$ cat config.mk
export PLATFORM = sky130hd
export DESIGN_NAME = seqadd_mult
export DESIGN_NICKNAME = d
export VERILOG_FILES = /design/src/rtl/seqadd_pkg.sv /design/src/rtl/seqadd_rst_sync.sv /design/src/rtl/seqadd_adder.sv /design/src/rtl/seqadd_dpath.sv /design/src/rtl/seqadd_ctrl.sv /design/src/rtl/seqadd_mult.sv
export SDC_FILE = /design/constraint.sdc
export NUM_CORES = 1
export LEC_CHECK = 0
export BUFFER_PORTS_ARGS = -buffer_cell sky130_fd_sc_hd__clkbuf_2
export CAP_MARGIN = 20
export CORE_MARGIN = 2
export CORE_UTILIZATION = 45
export CTS_CLUSTER_SIZE = 24
export DETAILED_ROUTE_END_ITERATION = 12
export HOLD_SLACK_MARGIN = 0.08
export PLACE_DENSITY_LB_ADDON = 0.3
export SKIP_CTS_REPAIR_TIMING = 1
export SYNTH_ARGS = -nofsm -noshare
export SYNTH_HDL_FRONTEND = slang
export SYNTH_HIERARCHICAL = 1
export SYNTH_SLANG_ARGS = --single-unit
$ cat constraint.sdc
create_clock -name clk -period 3.1 [get_ports clk]
set_clock_uncertainty 0.1 [all_clocks]
set_input_delay 0.93 -clock clk [delete_from_list [all_inputs] [get_ports clk]]
set_output_delay 0.93 -clock clk [all_outputs]
set_load 0.02 [all_outputs]
$ cat src/rtl/seqadd_pkg.sv
package seqadd_pkg;

  typedef enum logic [2:0] {
    ST_IDLE = 3'd0,
    ST_LDQ  = 3'd1,
    ST_LOOP = 3'd2,
    ST_OUT  = 3'd3,
    ST_HALT = 3'd4
  } seqadd_state_e;

  // control points driven by the sequencer into the datapath
  typedef struct packed {
    logic a_clr;   // clear accumulator
    logic m_ld;    // capture multiplicand from the bus
    logic q_ld;    // capture multiplier count from the bus
    logic step;    // accumulate and decrement together
    logic out_en;  // present accumulator on the output bus
  } seqadd_ctl_t;

endpackage

$ cat src/rtl/seqadd_rst_sync.sv
module seqadd_rst_sync #(
  parameter int STAGES = 2
) (
  input  logic clk,
  input  logic rst_n_in,
  output logic rst_n_out
);

  logic [STAGES-1:0] sync_q;

  always_ff @(posedge clk or negedge rst_n_in) begin
    if (!rst_n_in) sync_q <= '0;
    else           sync_q <= {sync_q[STAGES-2:0], 1'b1};
  end

  assign rst_n_out = sync_q[STAGES-1];

endmodule

$ cat src/rtl/seqadd_adder.sv
module seqadd_adder #(
  parameter int W = 8
) (
  input  logic [W-1:0] a,
  input  logic [W-1:0] b,
  output logic [W-1:0] sum
);

  // ripple chain; the carry out of the top bit is never formed
  logic [W-1:0] carry;
  assign carry[0] = 1'b0;

  for (genvar i = 0; i < W; i++) begin : g_bit
    assign sum[i] = a[i] ^ b[i] ^ carry[i];
    if (i < W - 1) begin : g_carry
      assign carry[i+1] = (a[i] & b[i]) | (carry[i] & (a[i] ^ b[i]));
    end
  end

endmodule

$ cat src/rtl/seqadd_dpath.sv
module seqadd_dpath
  import seqadd_pkg::*;
#(
  parameter int W = 8
) (
  input  logic        clk,
  input  logic        rst_n,
  input  seqadd_ctl_t ctl,
  input  logic [W-1:0] inbus,
  output logic [W-1:0] outbus,
  output logic        q_zero
);

  logic [W-1:0] acc_q, mcand_q, cnt_q;
  logic [W-1:0] sum;

  seqadd_adder #(.W(W)) u_add (
    .a   (acc_q),
    .b   (mcand_q),
    .sum (sum)
  );

  always_ff @(posedge clk or negedge rst_n) begin
    if (!rst_n)         acc_q <= '0;
    else if (ctl.a_clr) acc_q <= '0;
    else if (ctl.step)  acc_q <= sum;
  end

  always_ff @(posedge clk or negedge rst_n) begin
    if (!rst_n)        mcand_q <= '0;
    else if (ctl.m_ld) mcand_q <= inbus;
  end

  always_ff @(posedge clk or negedge rst_n) begin
    if (!rst_n)        cnt_q <= '0;
    else if (ctl.q_ld) cnt_q <= inbus;
    else if (ctl.step) cnt_q <= cnt_q - 1'b1;
  end

  assign q_zero = (cnt_q == '0);
  assign outbus = ctl.out_en ? acc_q : '0;


  acc_step_chk: assert property (@(posedge clk) disable iff (!rst_n)
    ctl.step |=> acc_q == W'($past(acc_q) + $past(mcand_q)));


  no_wrap_chk: assert property (@(posedge clk) disable iff (!rst_n)
    ctl.step |-> cnt_q != '0);


  acc_clear_chk: assert property (@(posedge clk) disable iff (!rst_n)
    ctl.a_clr |=> acc_q == '0);


  mcand_hold_chk: assert property (@(posedge clk) disable iff (!rst_n)
    !ctl.m_ld |=> $stable(mcand_q));

endmodule

$ cat src/rtl/seqadd_ctrl.sv
module seqadd_ctrl
  import seqadd_pkg::*;
(
  input  logic        clk,
  input  logic        rst_n,
  input  logic        start,
  input  logic        q_zero,
  output seqadd_ctl_t ctl,
  output logic        out_vld,
  output logic        done
);

  seqadd_state_e state_q, state_d;

  always_comb begin
    state_d = state_q;
    ctl     = '0;
    unique case (state_q)
      ST_IDLE, ST_HALT: begin
        if (start) begin
          ctl.a_clr = 1'b1;
          ctl.m_ld  = 1'b1;
          state_d   = ST_LDQ;
        end
      end
      ST_LDQ: begin
        ctl.q_ld = 1'b1;
        state_d  = ST_LOOP;
      end
      ST_LOOP: begin
        if (q_zero) state_d  = ST_OUT;
        else        ctl.step = 1'b1;
      end
      ST_OUT: begin
        ctl.out_en = 1'b1;
        state_d    = ST_HALT;
      end
      default: state_d = ST_IDLE;
    endcase
  end

  always_ff @(posedge clk or negedge rst_n) begin
    if (!rst_n) state_q <= ST_IDLE;
    else        state_q <= state_d;
  end

  assign out_vld = (state_q == ST_OUT);
  assign done    = (state_q == ST_HALT);


  vld_pulse_chk: assert property (@(posedge clk) disable iff (!rst_n)
    out_vld |=> !out_vld);


  done_rise_chk: assert property (@(posedge clk) disable iff (!rst_n)
    out_vld |=> done);


  done_hold_chk: assert property (@(posedge clk) disable iff (!rst_n)
    done && !start |=> done);


  done_drop_chk: assert property (@(posedge clk) disable iff (!rst_n)
    done && start |=> !done);

endmodule

$ cat src/rtl/seqadd_mult.sv
module seqadd_mult
  import seqadd_pkg::*;
#(
  parameter int W = 8
) (
  input  logic         clk,
  input  logic         rst_n,
  input  logic         start,
  input  logic [W-1:0] inbus,
  output logic [W-1:0] outbus,
  output logic         out_vld,
  output logic         done
);

  logic        rst_n_s;
  logic        q_zero;
  seqadd_ctl_t ctl;

  seqadd_rst_sync #(.STAGES(2)) u_rst (
    .clk       (clk),
    .rst_n_in  (rst_n),
    .rst_n_out (rst_n_s)
  );

  seqadd_ctrl u_ctrl (
    .clk     (clk),
    .rst_n   (rst_n_s),
    .start   (start),
    .q_zero  (q_zero),
    .ctl     (ctl),
    .out_vld (out_vld),
    .done    (done)
  );

  seqadd_dpath #(.W(W)) u_dp (
    .clk    (clk),
    .rst_n  (rst_n_s),
    .ctl    (ctl),
    .inbus  (inbus),
    .outbus (outbus),
    .q_zero (q_zero)
  );


  outbus_quiet_chk: assert property (@(posedge clk) disable iff (!rst_n_s)
    !out_vld |-> outbus == '0);


  vld_not_done_chk: assert property (@(posedge clk) disable iff (!rst_n_s)
    !(out_vld && done));

endmodule

### Word-level counts from Yosys, hierarchy flattened

Index checks and enable logic that the tools add are counted.

| operators by class | value |
|---|---|
| add/sub/neg operators | 1 |
| equality and inequality tests | 6 |
| multiplexer cells | 14 |
| bitwise operators | 34 |
| reductions and logical operators | 6 |

Operators by type and width:

| kind | count |
|---|---|
| $mux 8 | 5 |
| $xor 1x1->1 | 15 |
| $and 1x1->1 | 13 |
| $pmux 3 s4 | 1 |
| $logic_not 8->1 | 1 |
| $sub 8x1->8 const B | 1 |
| $eq 3x2->1 const B | 2 |
| $mux 3 | 2 |
| $or 1x1->1 | 6 |
| $mux 1 | 4 |
| $mux 2 | 2 |
| $ne 2x2->1 const B | 2 |
| $reduce_bool 2->1 | 2 |
| $eq 3x1->1 const B | 1 |
| $eq 3x3->1 const B | 1 |
| $logic_not 3->1 | 1 |
| $reduce_and 2->1 | 1 |
| $reduce_or 2->1 | 1 |

| storage, ports and cells | value |
|---|---|
| flip-flop bits (word level) | 29 |
| bits of input ports | 11 |
| output and inout port bits | 10 |
| word-level logic and storage cells | 66 |

### Depth between registers and ports, before layout

| depth | value |
|---|---|
| word-level depth | 16 |
| gate-level depth with buffers | 12 |
| depth with buffers taken out | 12 |

### By module

Netlist, hierarchy kept.

Modules (own cells, without submodules):

| module | times used | cells an instance | area an instance (um^2) | seq. area each (um^2) |
|---|---|---|---|---|
| seqadd_dpath | 1 | 102 | 1118.6 | 600.6 |
| seqadd_adder | 1 | 13 | 175.2 | 0.0 |
| seqadd_ctrl | 1 | 17 | 173.9 | 75.1 |
| seqadd_rst_sync | 1 | 3 | 53.8 | 50.0 |

### Worst setup path before layout

No wires, ideal clock.

| path | value |
|---|---|
| kind | reg-to-reg |
| from | register u_dp.acc_q[0] |
| to | register u_dp.acc_q[7] |
| library setup time | 128 ps |
| data arrival time | 3180 ps |
| required time | 2872 ps |
| path slack | -308 ps |
| cell stages (with the launch flop) | 13 |
| buffers on the path | 0 |
| clock period less this slack | 3408 ps |
| cells stage by stage | dfrtp_1 ha_1 inv_1 fa_1 inv_1 fa_1 fa_1 fa_1 fa_1 fa_1 xor3_1 mux2i_1 nor2_1 |

| on the way | value |
|---|---|
| word-level cells in the longest chain between the ends | 16 |

Ends and longest elaborated chain:

| what | RTL line | RTL |
|---|---|---|
| start, declared | seqadd_dpath.sv:14 | `logic [W-1:0] acc_q, mcand_q, cnt_q;` |
| start signal, assigned | seqadd_dpath.sv:26 | `else if (ctl.step) acc_q <= sum;` |
| $and 1x1->1 (2 in a row) | seqadd_adder.sv:16 | `assign carry[i+1] = (a[i] & b[i]) \| (carry[i] & (a[i] ^ b[i]));` |
| $or 1x1->1 | seqadd_adder.sv:16 |  |
| $and 1x1->1 | seqadd_adder.sv:16 |  |
| $or 1x1->1 | seqadd_adder.sv:16 |  |
| $and 1x1->1 | seqadd_adder.sv:16 |  |
| $or 1x1->1 | seqadd_adder.sv:16 |  |
| $and 1x1->1 | seqadd_adder.sv:16 |  |
| $or 1x1->1 | seqadd_adder.sv:16 |  |
| $and 1x1->1 | seqadd_adder.sv:16 |  |
| $or 1x1->1 | seqadd_adder.sv:16 |  |
| $and 1x1->1 | seqadd_adder.sv:16 |  |
| $or 1x1->1 | seqadd_adder.sv:16 |  |
| $xor 1x1->1 | seqadd_adder.sv:14 | `assign sum[i] = a[i] ^ b[i] ^ carry[i];` |
| via u_dp.sum[7] | seqadd_dpath.sv:15 | `logic [W-1:0] sum;` |
| $mux 8 | seqadd_dpath.sv:26 |  |
| $mux 8 | seqadd_dpath.sv:25 | `else if (ctl.a_clr) acc_q <= '0;` |

The timed path passes the listed nets, and every way through them passes these cells. The select of a mux whose other input is x is not followed.
A chain may end at the register's enable or synchronous reset.

### Worst setup path in the final report

Ends and elaborated chain as after synthesis.

==> results.toml <==
[layout]
drive_gt1_share_pct = 33.5
fin_util_pct = 55.5
fillCellCount = 315
stdcell_count = 210
multiInputGateArea_um2 = 759
diodes = 0
fin_nets = 183
syn2layout_area_growth_pct = 19.7
regArea_um2 = 726
fin_area_um2 = 1820

[worst_setup_path]
end_kind = "register"
path_cells = "ha_2 > inv_2 > fa_2 > inv_2 > fa_2 > fa_2 > fa_2 > fa_2 > fa_2 > xor3_1 > mux2i_1 > nor2_1"
crit_arrival_ps = 3240
start_kind = "register"
cpMostUsedCell = "fa_2"
slowest_stage = "dfrtp_1"
slowest_delay_ps = 400
crit_required_ps = 3210
path_max_fanout = 2
crit_type = "register to register"

[floorplanning]
die_h_um = 62.1
ios = 21
core_area_um2 = 3280
placementRows = 21
dieWidth_um = 62.1
initial_utilization_pct = 46.3
die-area_um2 = 3860

[synthesis]
ys_ff_latch = 29
syn_inst = 135
ys_warn_count = 6
syn_area_per_cell_um2 = 11.3
synth-seq-area-share_pct = 47.7
synth_async_sr_flop_share_pct = 100
synthTopCellsByArea = "dfrtp_1, fa_1, mux2_2"
yosys.area.top_type = "dfrtp_1"
yosys.cell_types.count = 35
netlist_top_cells_count = "dfrtp_1, nor2_1, nand2_1"
synthFlopType = "dfrtp_1"
yosys.area.top_type_share_pct = 47.7
synth_most_common_cell = "dfrtp_1"
synth_fp_nets = 155
synth-edff-count = 0
syn_area_um2 = 1520

[routing]
final_antenna_net_count = 0
drt-total-wl_um = 2940
num_vias = 1075
post_drt_wl_per_cell_um = 14.0
drc = 0
drtIter0Drc = 72
via_per_inst = 5.12
first_pass_iters = 4

[hold_path]
hold_path_class = "register to asynchronous set/reset pin"

[placement]
hpwl_um = 2140
placed_area_um2 = 1700
gp_congestion = 0.766
dp.cells = 199
port_buffers = 20

[power_and_ir_drop]
vdd_ir_drop_max_uv = 395
power_density_nw_per_um2 = 969
power_mw = 1.77
power_leakage_nw = 0.836

[global_route]
grt_start_max_net_pins = 28
antenna_found_initial = 0
grt.overflow.total = 0
grt_pass1_vias = 1100
grt_first_pass_wirelength_um = 5020
track_usage_pct = 16.7

[status]
status = "finished, violations left"
violations = "setup timing"

[clock_tree]
clk_latency_ps = 320
cts_sinks = 29
cts_tree = "built"
numCtsBuffers = 5
clkTransAtPathRegs_ps = 90
cts_root_buffer = "clkbuf_4"
h-tree-depth = 2
cts_buffer_depth = 2

[sta]
setup_ws_ps = -30.1
rsz0062_at_grt = "true"
period_minus_slack_ps = 3130
finalSetupViolations = 1
finalHoldViolations = 0
fin_crit_sh_pct = 101
max_freq_ghz = 0.319
final_max_slew_viol_count = 0
setup_tns_ps = -30.1

[run]
maxCapViolCount = 0
-- layer usage --
layer	global-route usage, %	part of all wire [%]
met4	5.00	1.1
met5	0	0
met2	29.3	53
met3	5.07	4.3
met1	19.8	41
-- cell type report --
type / instances / share of cell area (%)
Multi-Input combinational cell: 91 / 41.7
Timing Repair Buffer: 27 / 9.62
Sequential cell: 29 / 39.8
Tap cell: 46 / 3.16
Inverter: 9 / 1.85
Clock buffer: 7 / 3.57
Clock inverter: 1 / 0.275
-- logic make-up after synthesis --
group           synth area share, %
xor+xnor                       3.29
other cells                   0.246
mux                            11.2
simple gates                   17.5
flops                          47.7
fa+ha+maj                      10.4
buf+inv                        4.28
compound gates                 5.43
-- sequential cells by signal (all words and copies together) (netlist names) --
register,count
u_ctrl/state_q,3
u_dp/acc_q,8
u_dp/cnt_q,8
u_dp/mcand_q,8
u_rst/sync_q,2
-- placed cells by master, fill, tap and decap left out, types with 3 or more instances in the layout --
master / synthesis / routed
inv_2: 1 / 3
nor2_1: 14 / 14
a31oi_1: 3 / 3
fa_2: 0 / 6
buf_4: 2 / 5
xnor2_1: 3 / 3
nand2_1: 9 / 9
mux2i_1: 8 / 8
dfrtp_1: 29 / 29
or4_1: 4 / 4
and2_1: 8 / 8
o21ai_1: 3 / 3
clkbuf_2: 0 / 20
mux2_2: 8 / 8
inv_1: 8 / 6
clkbuf_4: 0 / 5
-- final timing paths --
path	start	to	slack [ps]	cells after the start
hold reg to reg	u_rst/sync_q[1]	u_dp/cnt_q[6]	180	1
setup reg to reg	u_dp/acc_q[0]	u_dp/acc_q[7]	-30	12
min in group clk	u_rst/sync_q[0]	u_rst/sync_q[1]	260	0
max in group asynchronous	u_rst/sync_q[1]	u_dp/mcand_q[6]	1990	1
hold / removal	u_rst/sync_q[1]	u_dp/cnt_q[6]	180	1
setup / recovery	u_dp/acc_q[0]	u_dp/acc_q[7]	-30	12
-- through the flow --
stage                     setup WS (ps)  hold slack (ps)
after CTS                          -119              263
after global routing               -119              211
final                             -30.1              184
after global placement            -49.4              238
after floorplan                   -4.37              231
after detailed placement           -111              240
-- critical path: cells and delay by family, from the launching register on --
| kind | cells | cell delay, ps |
|---|---|---|
| mux | 1 | 140 |
| xor+xnor | 1 | 180 |
| buf+inv | 2 | 90 |
| simple gates | 1 | 50 |
| flops | 1 | 400 |
| fa+ha+maj | 7 | 2070 |
-- power breakdown --
part	switching (mW)	total [mW]	internal [mW]
logic	0.377	0.786	0.409
clock network	0.126	0.257	0.131
registers	0.175	0.722	0.548
total	0.677	1.77	1.09
No activity file was read; power rests on OpenSTA's default activity.
